===== config.mk =====
export PLATFORM = sky130hd
export DESIGN_NAME = cc_wr_gate_regs
export DESIGN_NICKNAME = d
export VERILOG_FILES = /design/src/rtl/cc_wr_gate_regs.sv
export SDC_FILE = /design/constraint.sdc
export NUM_CORES = 1
export LEC_CHECK = 0
export BUFFER_PORTS_ARGS = -buffer_cell sky130_fd_sc_hd__buf_2
export CAP_MARGIN = 20
export CORE_UTILIZATION = 50
export CTS_CLUSTER_SIZE = 14
export DETAILED_ROUTE_END_ITERATION = 12
export PLACE_DENSITY = 0.85
export SLEW_MARGIN = 5
export SYNTH_ARGS = -nofsm -noshare
export SYNTH_HDL_FRONTEND = slang
export SYNTH_SLANG_ARGS = --single-unit
export TNS_END_PERCENT = 30

===== constraint.sdc =====
create_clock -name clk -period 1.95 [get_ports clk]
set_input_delay 0.195 -clock clk [delete_from_list [all_inputs] [get_ports clk]]
set_output_delay 0.195 -clock clk [all_outputs]
set_load 0.01 [all_outputs]

===== src/rtl/cc_wr_gate_regs.sv =====
module cc_wr_gate_regs #(
  parameter int ADDR_W = 4,
  parameter int NUM_MB = 2,
  parameter int PST_W = 3,
  parameter int MB_BASE = 4,
  parameter logic [PST_W-1:0] CFG_STATE = 3'd1,
  parameter logic [3:0] RUN_CODE = 4'b0101,
  parameter logic [7:0] RUNCNT_RST = 8'h00,
  parameter logic [7:0] FLG_RST = 8'h00
)(
  input  logic              clk,
  input  logic              rst_n,
  input  logic              wr_en,
  input  logic              rd_en,
  input  logic [ADDR_W-1:0] addr,
  input  logic [3:0]        be,
  input  logic [31:0]       wdata,
  output logic [31:0]       rdata,
  input  logic [PST_W-1:0]  proto_state,
  input  logic [NUM_MB-1:0] mb_en_sts,
  input  logic [NUM_MB-1:0] mb_lock_sts,
  input  logic [NUM_MB-1:0] mb_dis_grant
);
  localparam logic [ADDR_W-1:0] A_CTRL = ADDR_W'(0);
  localparam logic [ADDR_W-1:0] A_PCMD = ADDR_W'(1);
  localparam logic [ADDR_W-1:0] A_TIMG = ADDR_W'(2);

  logic       mod_en;
  logic [7:0] dm_cfg, tmg, run_cnt;
  logic [3:0] cmd;
  logic [NUM_MB-1:0][7:0] fid, ptr, flg;
  logic [NUM_MB-1:0] dis_pend;
  logic [31:0] rd_mux;

  wire in_cfg   = (proto_state == CFG_STATE);
  wire wide_ok  = ($countones(be) > 1);
  wire hit_ctrl = wr_en && (addr == A_CTRL);
  wire hit_pcmd = wr_en && (addr == A_PCMD) && wide_ok;
  wire hit_timg = wr_en && (addr == A_TIMG);
  wire cmd_acc  = hit_pcmd && be[0] && mod_en;
  wire run_evt  = cmd_acc && (wdata[3:0] == RUN_CODE);

  always_ff @(posedge clk or negedge rst_n) begin
    if (!rst_n) begin
      mod_en  <= 1'b0;
      dm_cfg  <= '0;
      tmg     <= '0;
      cmd     <= '0;
      run_cnt <= RUNCNT_RST;
    end else begin
      if (hit_ctrl && be[0]) mod_en <= wdata[0];
      if (hit_ctrl && be[1] && !mod_en) dm_cfg <= wdata[15:8];
      if (hit_timg && be[0] && (in_cfg || !mod_en)) tmg <= wdata[7:0];
      if (cmd_acc) cmd <= wdata[3:0];
      if (run_evt) run_cnt <= RUNCNT_RST;
      else if (hit_pcmd && be[2]) run_cnt <= wdata[23:16];
    end
  end

  for (genvar g = 0; g < NUM_MB; g++) begin : g_mb
    localparam logic [ADDR_W-1:0] MY_A = ADDR_W'(MB_BASE + g);
    wire hit       = wr_en && (addr == MY_A);
    wire trig_acc  = hit && be[0] && wdata[0] && mod_en && mb_en_sts[g];
    wire grant_evt = dis_pend[g] && mb_dis_grant[g];

    always_ff @(posedge clk or negedge rst_n) begin
      if (!rst_n) begin
        dis_pend[g] <= 1'b0;
        fid[g]      <= '0;
        ptr[g]      <= '0;
        flg[g]      <= FLG_RST;
      end else begin
        if (grant_evt) dis_pend[g] <= 1'b0;
        else if (trig_acc) dis_pend[g] <= 1'b1;
        if (hit && be[1] && !mb_en_sts[g]) fid[g] <= wdata[15:8];
        if (hit && be[2] && mb_lock_sts[g]) ptr[g] <= wdata[23:16];
        if (grant_evt) flg[g] <= FLG_RST;
        else if (hit && be[3]) flg[g] <= wdata[31:24];
      end
    end


    grant_clear_chk: assert property (@(posedge clk) disable iff (!rst_n)
      dis_pend[g] && mb_dis_grant[g] |=> (flg[g] == FLG_RST) && !dis_pend[g]);

    flg_hold_chk: assert property (@(posedge clk) disable iff (!rst_n)
      !dis_pend[g] && !(wr_en && addr == MY_A && be[3]) |=> $stable(flg[g]));
  end

  always_comb begin
    rd_mux = '0;
    case (addr)
      A_CTRL: rd_mux = {16'h0, dm_cfg, 7'h0, mod_en};
      A_PCMD: rd_mux = {8'h0, run_cnt, 12'h0, cmd};
      A_TIMG: rd_mux = {24'h0, tmg};
      default: ;
    endcase
    for (int i = 0; i < NUM_MB; i++)
      if (addr == ADDR_W'(MB_BASE + i)) rd_mux = {flg[i], ptr[i], fid[i], 8'h0};
  end

  always_ff @(posedge clk or negedge rst_n) begin
    if (!rst_n) rdata <= '0;
    else if (rd_en) rdata <= rd_mux;
  end


  narrow_pcmd_chk: assert property (@(posedge clk) disable iff (!rst_n)
    wr_en && addr == A_PCMD && $countones(be) < 2 |=> $stable(cmd) && $stable(run_cnt));

  timg_drop_chk: assert property (@(posedge clk) disable iff (!rst_n)
    wr_en && addr == A_TIMG && !in_cfg && mod_en |=> $stable(tmg));

  run_clear_chk: assert property (@(posedge clk) disable iff (!rst_n)
    run_evt |=> run_cnt == RUNCNT_RST);

  rd_hold_chk: assert property (@(posedge clk) disable iff (!rst_n)
    !rd_en |=> $stable(rdata));
endmodule


### After elaboration in Yosys (flattened, before gate mapping)

Cells that the tools add are included.
W data, S select, Z words.

| storage, ports and cells | value |
|---|---|
| flip-flop bits (word level) | 111 |
| bits in latches | 0 |
| bits in writable memories | 0 |
| memory bits (read-only) | 0 |
| input port bits | 53 |
| output and inout bits | 32 |
| word-level logic and storage cells | 82 |
| memories | 0 |

| operators by class | value |
|---|---|
| add/sub/neg operators | 3 |
| multipliers | 0 |
| divide/modulo/power cells | 0 |
| magnitude comparators | 1 |
| equality and inequality tests | 6 |
| shift-type cells | 0 |
| multiplexer cells | 13 |
| bitwise operators | 0 |
| reduce and logical (&&, ||, !) cells | 45 |

Operators with widths:

| cell | count |
|---|---|
| $pmux W24 S3 | 1 |
| $mux W32 | 2 |
| $mux W8 | 6 |
| $logic_and A1 B1 Y1 | 35 |
| $eq A4 B3 Y1 const B | 3 |
| $reduce_bool A2 Y1 | 5 |
| $add A1 B1 Y2 | 2 |
| $eq A4 B1 Y1 const B | 1 |
| $eq A4 B2 Y1 const B | 1 |
| $logic_not A4 Y1 | 1 |
| $mux W1 | 4 |
| $add A2 B2 Y3 | 1 |
| $eq A3 B1 Y1 const B | 1 |
| $gt A3 B1 Y1 const B | 1 |
| $logic_not A1 Y1 | 3 |
| $logic_or A1 B1 Y1 | 1 |

### Depth between registers and ports, before layout

Gate-level depths: netlist (run 1).

| depth | value |
|---|---|
| depth in word-level cells | 8 |
| depth in mapped cells | 6 |

### Least setup slack after synthesis (run 1)

No wires, ideal clock.

| path | value |
|---|---|
| path kind | input -> register |
| start point | input be[0] |
| end point | register cmd[1] |
| library setup time | 0.125 ns |
| data arrival time | 1.612 ns |
| data required time | 1.825 ns |
| path slack | 0.213 ns |
| stages on the path | 4 |
| buffers on the path | 0 |
| path through | fa_1 > a21oi_1 > nor4b_4 > mux2_2 |

| between the ends | value |
|---|---|
| word-level cells in the longest chain between the ends | 6 |

Ends and longest elaborated chain:

| element | line | source |
|---|---|---|
| start: declaration | 16 | `input logic [3:0] be,` |
| $add A1 B1 Y2 (not written as such) | 36 | `wire wide_ok = ($countones(be) > 1);` |
| $add A2 B2 Y3 (not written as such) | 36 |  |
| $gt A3 B1 Y1 | 36 |  |
| $logic_and A1 B1 Y1 | 38 | `wire hit_pcmd = wr_en && (addr == A_PCMD) && wide_ok;` |
| $logic_and A1 B1 Y1 (*) (2 in series) | 40 | `wire cmd_acc = hit_pcmd && be[0] && mod_en;` |
| end signal: assignment | 54 | `if (cmd_acc) cmd <= wdata[3:0];` |
| end: declaration | 30 | `logic [3:0] cmd;` |

Every way passes the cells marked *; elsewhere a longest branch is shown, timed or not.
A chain may end at the register's enable or synchronous reset.

### Worst setup path in the final report (run 1)

| path | value |
|---|---|
| start point | register mod_en |
| end point | register run_cnt[5] |

| between the ends | value |
|---|---|
| word-level cells in the longest chain between the ends | 3 |

Ends and longest elaborated chain:

| element | line | source |
|---|---|---|
| start: declaration | 28 | `logic mod_en;` |
| start signal: assignment | 51 | `if (hit_ctrl && be[0]) mod_en <= wdata[0];` |
| $logic_and A1 B1 Y1 (*) | 40 |  |
| $logic_and A1 B1 Y1 (*) | 41 | `wire run_evt = cmd_acc && (wdata[3:0] == RUN_CODE);` |
| $mux W8 or $reduce_bool A2 Y1 (tied branches) | - |  |
| end signal: assignment | 56 | `else if (hit_pcmd && be[2]) run_cnt <= wdata[23:16];` |
| end: declaration | 29 | `logic [7:0] dm_cfg, tmg, run_cnt;` |

Marked as above.

==> impl_metrics.yaml, run 1 <==
worst_setup_path:
  timing.critical_path.arrival_ns: 1.82
  timing.rr.start: "mod_en$_DFFE_PN0P_"
  worstSetupPathType: "flop to flop"
  critPathLaunchType: "flop"
  reg2reg_setup_slack_ns: 0.36
  worstReg2RegEnd: "run_cnt[5]$_DFFE_PN0P_"
  endpoint_kind: "flop"
  worstRegToRegCells: 3
  critical_path_fanout_max: 8
  worst_ep_required_time_ns: 2.18
synthesis:
  post_synth_cell_types: 48
  syn-mean-instance-area_um2: 12.5
  ys_seq_elements: 111
  netlist_instances: 387
  synthArstFlopShare_pct: 100
  dominantRegCellSynth: "dfrtp_1"
  ys_warn_count: 0
  synth-edff-count: 0
  synthesis.area_um2: 4840
  seq_area_frac_synth_pct: 57.3
  mappedNetlistNets: 441
sta:
  setup-violations-final: 0
  timing.max_slew.rel_slack_pct: 51.4
  min_period_over_period_pct: 81.3
  finClkSkew_ns: 0.00926
  final.min_clock_period_ns: 1.59
  grt_setup_unrepaired: "no"
  worstMarginPinSlew_ns: 0.728
  setup_total_negative_slack_ns: 0
  final_hold_viol_count: 0
  maxSlewViolCount: 0
  achievable-frequency_ghz: 0.631
final_layout:
  synthToLayoutAreaGrowth_pct: 18.4
  multi_input_comb_area_um2: 1910
  seq_area_um2: 2780
  post_route_cells_drive_above_1_share_pct: 37.4
  num_antenna_cells: 0
  final_net_count: 536
  fill_cells: 752
die:
  initial_utilization_pct: 51.9
  core-area_um2: 9330
  floorplan.die.height_um: 100
  die-width_um: 100
  floorplan.die_area_um2: 10100
  floorplan.rows: 35
  io_pins: 85
detailed_routing:
  drt-pass1-iter-count: 5
  num_vias: 3606
  drc_errors: 0
  vias_per_instance: 5.86
  antenna_left: 0
  wl_per_cell_um: 18.1
  drt_wl_total_um: 11100
  initialDrtViolationCount: 258
power:
  peakVddDrop_uv: 455
  power.total_mw: 4.93
  leakage_nw: 2.71
  pwrdens_nw_per_um2: 860
grt:
  met3_usage_pct: 4.18
  grt_first_pass_wirelength_um: 18600
  grt_start_max_net_pins: 69
  antenna_found_initial: 0
  groute.usage.overall_pct: 23.9
  grt.met1_usage_pct: 33.8
  first_global_vias: 3621
  groute.layer.met2.usage_pct: 38.4
  gr-total-overflow: 0
  grt_busiest_layer: "met2"
clock_tree:
  cts-buffers-inserted: 9
  clockRootBuffer: "clkbuf_8"
  clock-sinks: 111
  insertion_delay_ns: 0.36
  tritoncts: "yes"
  cts_clk_pin_slew_worst_paths_ns: 0.10
  cts_max_level: 3
  ctsLongestPathBuffers: 2
  cts_resizes: 0
worst_hold_path:
  hold_depth: 2
  hold_path.startpoint: "mb_dis_grant[0]"
  holdCritPathClass: "input pin to flop"
  hold_path_end: "dis_pend[0]$_DFFE_PN0P_"
run_status:
  status: "completed"
place:
  dp_hpwl_um: 7960
  io_buffers: 84
  gp_congestion: 0.769
flow_run:
  max-cap-violations: 0
## worst max path at each step
stage | start | to | slack, ns
finish | mod_en$_DFFE_PN0P_ | run_cnt[5]$_DFFE_PN0P_ | 0.36
global route | mod_en$_DFFE_PN0P_ | run_cnt[5]$_DFFE_PN0P_ | 0.29
CTS | mod_en$_DFFE_PN0P_ | run_cnt[5]$_DFFE_PN0P_ | 0.37
detailed placement | be[0] | cmd[3]$_DFFE_PN0P_ | 0.02
global placement | addr[3] | tmg[3]$_DFFE_PN0P_ | 0.1
floorplan | be[0] | cmd[1]$_DFFE_PN0P_ | 0.21
## power breakdown
part	internal [mW]	total [mW]	switching (mW)
Sequential	2.59	2.75	0.162
Clock	0.754	1.49	0.736
Combinational	0.358	0.696	0.338
Total	3.70	4.93	1.24
## state kept, by name, indices dropped and copies added (netlist names), 2 cells and up
name and cells:
dis_pend 2, ptr 16, run_cnt 8, flg 16
cmd 4, fid 16, tmg 8, dm_cfg 8
rdata 32
## cells in the final DEF (no fill, tap or decap), types with 3 or more instances in the layout
| cell | Yosys | final |
|---|---|---|
| dfrtp_1 | 111 | 111 |
| buf_2 | 7 | 83 |
| mux2_2 | 52 | 52 |
| nor2_1 | 33 | 33 |
| a22o_1 | 20 | 20 |
| buf_4 | 1 | 20 |
| a21oi_1 | 16 | 16 |
| inv_1 | 16 | 16 |
| o32ai_1 | 16 | 16 |
| nand3_1 | 11 | 11 |
| nor2b_1 | 10 | 10 |
| clkbuf_8 | 0 | 10 |
| o22ai_1 | 9 | 9 |
| o21ai_0 | 8 | 8 |
| a221oi_1 | 8 | 8 |
| o21a_1 | 7 | 7 |
| a22oi_1 | 4 | 4 |
| o2bb2ai_1 | 4 | 4 |
| nand2_1 | 4 | 4 |
| mux2i_1 | 3 | 3 |
| and4_1 | 3 | 3 |
## cell usage after synthesis (4+ instances only)
master | n | area [µm²]
dfrtp_1 | 111 | 2780
mux2_2 | 52 | 586
nor2_1 | 33 | 124
a22o_1 | 20 | 175
a21oi_1 | 16 | 80.1
inv_1 | 16 | 60.1
o32ai_1 | 16 | 140
nand3_1 | 11 | 55.1
clkbuf_1 | 10 | 37.5
nor2b_1 | 10 | 62.6
o22ai_1 | 9 | 56.3
a221oi_1 | 8 | 70.1
o21ai_0 | 8 | 40.0
buf_2 | 7 | 35.0
o21a_1 | 7 | 52.6
a22oi_1 | 4 | 30.0
nand2_1 | 4 | 15.0
o2bb2ai_1 | 4 | 35.0
## cell type report
type / count / share of cell area [%]
sequential: 111 / 48.4
multi-input combinational: 237 / 33.2
timing repair buffer: 106 / 10.7
tap: 129 / 2.81
clock buffer: 12 / 2.53
clock inverter: 3 / 1.18
inverter: 17 / 1.11
## kinds of logic (layout without fill, tap and decap cells)
| group | count (synthesis) | in the layout | share of synthesized area (%) |
|---|---|---|---|
| compound gates | 100 | 100 | 15.6 |
| fa+ha+maj | 1 | 1 | 0.413 |
| buf+inv | 39 | 138 | 3.31 |
| flops | 111 | 111 | 57.3 |
| mux | 55 | 55 | 12.7 |
| simple gates | 81 | 81 | 10.6 |
## timing repair
action                     CTS  global route
setup endpoints to repair    0             0
hold buffers                 1             0
hold endpoints to repair    16             0
setup buffers                0             0
## layer usage
metal  routed length, µm  up-vias
met1                5010     1830
li1                    -     1623
met5                   0        -
met2                5340      130
met4                 201        0
met3                 564       23
## metrics by stage
| stage | hold WS [ns] | cell area (µm²) | cells | setup slack (ns) | util [%] |
|---|---|---|---|---|---|
| floorplan | -0.101 | 4840 | 387 | 0.213 | - |
| global placement | 0.0812 | 5510 | 599 | 0.0997 | 59.1 |
| detailed placement | 0.0868 | 5510 | 599 | 0.0195 | 59.1 |
| CTS | 0.0206 | 5740 | 615 | 0.375 | 61.5 |
| global route | 0.0273 | 5740 | 615 | 0.295 | 61.5 |
| finish | 0.0317 | 5740 | 615 | 0.364 | 61.5 |
## critical path, stage by stage, from the launching register on
cell	delay [ns]
dfrtp_1	0.55
nand4_1	0.24
nor4_4	0.56
a21oi_1	0.10
Note: power is estimated with default switching activity, not from simulation.
==> run 2, diff against run 1 <==
clock period = 1.6 ns   (was 1.95 ns; I/O delays follow)
==> run 2 against run 1 <==
Utilization is 1.7 points higher. Clock skew grew 0.0015 ns. Largest cell class unchanged. Routed wire length is 4.8% higher. Fmax is 7.1% higher. Sequential share of layout area is 1.3 points lower. Cell count increased by 3.1%. Critical path type unchanged. Via count rose by 0.69%.
==> impl_metrics.yaml, run 2 (synthesis gave the netlist of run 1 again) <==
run_status:
  status: "completed"
sta:
  setup-violations-final: 0
  maxSlewViolCount: 0
  finalWorstSetupSlack_ns: 0.119
  min_period_over_period_pct: 92.6
  timing.max_slew.rel_slack_pct: 54.3
  final_hold_viol_count: 0
  grt_setup_unrepaired: "no"
  worstMarginPinSlew_ns: 0.685
  achievable-frequency_ghz: 0.675
  final.min_clock_period_ns: 1.48
  finClkSkew_ns: 0.0108
  final.hold.worst_slack_ns: 0.0277
worst_hold_path:
  hold_path_end: "tmg[5]$_DFFE_PN0P_"
  hold_path.startpoint: "wdata[5]"
  holdCritPathClass: "input pin to flop"
  hold_depth: 2
detailed_routing:
  detailroute.wirelength.met2_um: 5850
  drt_wl_total_um: 11600
  initialDrtViolationCount: 197
  num_vias: 3631
  wl_per_cell_um: 18.4
  drt-met1-wl_um: 4870
  vias_per_instance: 5.73
  route.met3.wl_um: 665
  drc_errors: 0
  antenna_left: 0
  maxUsedRoutingLayer: "met4"
  drt-pass1-iter-count: 4
power:
  leakage_nw: 2.79
  pwrdens_nw_per_um2: 1010
  peakVddDrop_uv: 600
  power.total_mw: 5.97
place:
  io_buffers: 84
  gp_congestion: 0.766
  dp_hpwl_um: 8280
  dp_slack_ns: -0.244
final_layout:
  flip_flop_count_of_the_largest_register_after_layout: 32
  final_net_count: 553
  post_route_cells_drive_above_1_share_pct: 40.3
  layout.cells.most_common: "dfrtp_1"
  synthToLayoutAreaGrowth_pct: 21.7
  layout.cells.most_common_list: "dfrtp_1 (111), buf_2 (83), mux2_2 (52)"
  top_register: "rdata"
die:
  core-area_um2: 9330
  floorplan.die_area_um2: 10100
  floorplan.rows: 35
  floorplan.die.height_um: 100
  io_pins: 85
  initial_utilization_pct: 51.9
  die-width_um: 100
worst_setup_path:
  timing.rr.start: "mod_en$_DFFE_PN0P_"
  critical_path_fanout_max: 8
  endpoint_kind: "flop"
  worstReg2RegEnd: "run_cnt[0]$_DFFE_PN0P_"
  reg2reg_setup_slack_ns: 0.12
  critPathLaunchType: "flop"
  worstRegToRegCells: 4
  worst_ep_required_time_ns: 1.85
  worstSetupPathType: "flop to flop"
  timing.critical_path.arrival_ns: 1.73
grt:
  grt_start_max_net_pins: 44
  grt_first_pass_wirelength_um: 19000
  gr-total-overflow: 0
  groute.usage.overall_pct: 24.7
  first_global_vias: 3776
  antenna_found_initial: 1
clock_tree:
  postCtsHoldBufs: 3
  cts_max_level: 3
  clock-sinks: 111
  cts-buffers-inserted: 9
  cts_clk_pin_slew_worst_paths_ns: 0.10
  cts_resizes: 0
  clockRootBuffer: "clkbuf_8"
  ctsLongestPathBuffers: 2
  post_cts_buffers: 0
  insertion_delay_ns: 0.37
  tritoncts: "yes"
flow_run:
  max-cap-violations: 0
run 2: how the worst max path moves through the flow:
stage / startpoint / endpoint / slack (ns) / cells past startpoint
after CTS: mod_en$_DFFE_PN0P_ / run_cnt[0]$_DFFE_PN0P_ / 0.13 / 4
after detailed placement: be[0] / cmd[3]$_DFFE_PN0P_ / -0.24 / 5
final: mod_en$_DFFE_PN0P_ / run_cnt[0]$_DFFE_PN0P_ / 0.12 / 4
after global placement: be[0] / cmd[2]$_DFFE_PN0P_ / -0.20 / 5
after floorplan: be[0] / cmd[1]$_DFFE_PN0P_ / -0.06 / 4
after global routing: mod_en$_DFFE_PN0P_ / run_cnt[7]$_DFFE_PN0P_ / 0.03 / 4
run 2: stage by stage:
step	instances	setup TNS (ns)	instance area, µm²	util [%]
after floorplan	387	-0.431	4860	-
after global placement	614	-3.02	5660	60.6
after detailed placement	614	-5.44	5660	60.6
after CTS	633	0	5890	63.2
after global routing	634	0	5890	63.2
final	634	0	5890	63.2
run 2: per-layer routing:
metal,vias to the layer above,GRT usage (%)
met5,-,0
met4,0,11.5
met3,23,4.46
met2,124,41.1
met1,1828,31.5
li1,1656,-
run 2: worst max-delay path: stages, from the launching register on:
cell and delay [ns]:
dfrtp_1 0.57, nand4_1 0.25, nor4_4 0.30, buf_4 0.20
a21oi_1 0.06
run 2: report_power, final:
part | leakage [nW] | switching [mW] | internal [mW] | total (mW)
clock | 0.0989 | 0.963 | 0.773 | 1.74
combinational | 1.23 | 0.422 | 0.457 | 0.879
sequential | 1.46 | 0.205 | 3.15 | 3.36
run 2: cell type report:
type / instances / area (µm²)
clock inverters: 6 / 67.6
multi-input cells: 237 / 1920
diodes: 1 / 2.50
flip-flops and latches: 111 / 2780
inverters: 17 / 63.8
repair buffers: 123 / 761
fillers: 720 / 3430
well taps: 129 / 161
clock buffers: 10 / 138
==> run 3, diff against run 2 <==
clock period = 1.7 ns   (was 1.6 ns; I/O delays follow)
==> run 3 against run 2 <==
Count of clock-buffer cells in the layout down 1. Hold slack better by 0.0013 ns. Global-route usage down 0.33 points. Non-clock buffer count down 2. Critical path type is now input pin to flop. Sequential cell count unchanged. Critical endpoint is now cmd[1]$_DFFE_PN0P_. Sequential power down 6.3%. Clock skew up 0.0016 ns. Clock power down 13%. Total power down 8.1%. Cell area down 0.62%. Critical path depth up 1.
==> impl_metrics.yaml, run 3 (synthesis gave the netlist of run 1 again) <==
run_status:
  status: "completed"
final_layout:
  finish.cell_count_without_fillers: 631
  top_register: "rdata"
  layout.cells.most_common: "dfrtp_1"
  num_antenna_cells: 0
  final_net_count: 551
  synthToLayoutAreaGrowth_pct: 21.0
  final_core_utilization_pct: 62.8
  layout.cell_area.non_filler_um2: 5860
  flip_flop_count_of_the_largest_register_after_layout: 32
  layout.cells.most_common_list: "dfrtp_1 (111), buf_2 (83), mux2_2 (52)"
  post_route_cells_drive_above_1_share_pct: 39.6
sta:
  achievable-frequency_ghz: 0.670
  finClkSkew_ns: 0.0124
  finalWorstSetupSlack_ns: 0.208
  setup_total_negative_slack_ns: 0
  timing.max_slew.rel_slack_pct: 45.1
  final.hold.worst_slack_ns: 0.0290
  final.min_clock_period_ns: 1.49
  final_hold_viol_count: 0
  maxSlewViolCount: 0
  setup-violations-final: 0
  min_period_over_period_pct: 87.8
  worstMarginPinSlew_ns: 0.823
  grt_setup_unrepaired: "no"
power:
  leakage_nw: 2.78
  power.total_mw: 5.49
  peakVddDrop_uv: 481
  pwrdens_nw_per_um2: 937
clock_tree:
  cts_clk_pin_slew_worst_paths_ns: 0.10
  tritoncts: "yes"
  clockRootBuffer: "clkbuf_8"
  ctsLongestPathBuffers: 2
  insertion_delay_ns: 0.38
  cts_resizes: 0
  cts-buffers-inserted: 9
  cts_max_level: 3
  clock-sinks: 111
grt:
  grt_start_max_net_pins: 58
  gr-total-overflow: 0
  groute.usage.overall_pct: 24.4
  antenna_found_initial: 0
  grt_first_pass_wirelength_um: 18900
  first_global_vias: 3715
place:
  dp_hpwl_um: 7870
  dp_slack_ns: -0.185
  dpl-instance-area_um2: 5640
  gp_congestion: 0.804
  io_buffers: 84
  cell_count_after_placement: 612
die:
  core-area_um2: 9330
  io_pins: 85
  floorplan.die.height_um: 100
  die-width_um: 100
  floorplan.die_area_um2: 10100
  initial_utilization_pct: 51.9
  floorplan.rows: 35
worst_setup_path:
  worst_ep_required_time_ns: 1.96
  endpoint_kind: "flop"
  worstSetupPathType: "input pin to flop"
  critical_path_fanout_max: 4
  timing.critical_path.arrival_ns: 1.75
  critPathLaunchType: "input pin"
worst_hold_path:
  holdCritPathClass: "input pin to flop"
detailed_routing:
  initialDrtViolationCount: 169
  antenna_left: 0
  drc_errors: 0
  drt_wl_total_um: 11100
  drt-pass1-iter-count: 4
  wl_per_cell_um: 17.6
  vias_per_instance: 5.76
  num_vias: 3632
flow_run:
  max-cap-violations: 0
run 3: changes by cell type in the layout (fill, tap and decap cells not counted), moves of 2 or more:
| cell | previous run | this run |
|---|---|---|
| clkinvlp_4 | 2 | 0 |
| inv_6 | 1 | 3 |
| clkinv_4 | 1 | 3 |
| buf_4 | 34 | 31 |
run 3: final cells by class:
cell class	instances	area, µm²
clock buffer	9	124
clock inverter	7	63.8
fill	747	3470
inverter	17	63.8
multi-input combinational	237	1910
sequential	111	2780
tap	129	161
timing repair buffer	121	758
run 3: final timing paths:
check | startpoint | end | slack (ns) | cells after the start
worst max-delay path | be[0] | cmd[1]$_DFFE_PN0P_ | 0.21 | 5
worst min-delay path | wdata[28] | flg[4]$_DFFE_PN0P_ | 0.03 | 2
worst max register to register | mod_en$_DFFE_PN0P_ | run_cnt[5]$_DFFE_PN0P_ | 0.23 | 4
worst min register to register | rdata[0]$_DFFE_PN0P_ | rdata[0]$_DFFE_PN0P_ | 0.50 | 1
max in group asynchronous | rst_n | cmd[1]$_DFFE_PN0P_ | 1.06 | 3
min in group asynchronous | rst_n | rdata[9]$_DFFE_PN0P_ | 0.14 | 2
run 3: where the power goes:
| group | internal, mW | switching (mW) |
|---|---|---|
| Clock | 0.568 | 0.951 |
| Combinational | 0.432 | 0.385 |
| Sequential | 2.97 | 0.187 |
run 3: metal layers:
metal  part of all wire, %  global-route usage [%]
met5                     0                       0
met4                   1.6                    7.92
met3                   4.6                    3.97
met2                    50                    40.0
met1                    43                    33.3
run 3: timing repair:
item | 4_1_cts | 5_1_grt
setup buffers | 0 | 0
hold buffers | 3 | 0
endpoints found under the hold margin | 113 | 0
run 3: critical path: stages:
cell	delay, ns
buf_2	0.11
fa_1	0.61
a21oi_2	0.10
nor4b_4	0.38
mux2_2	0.38
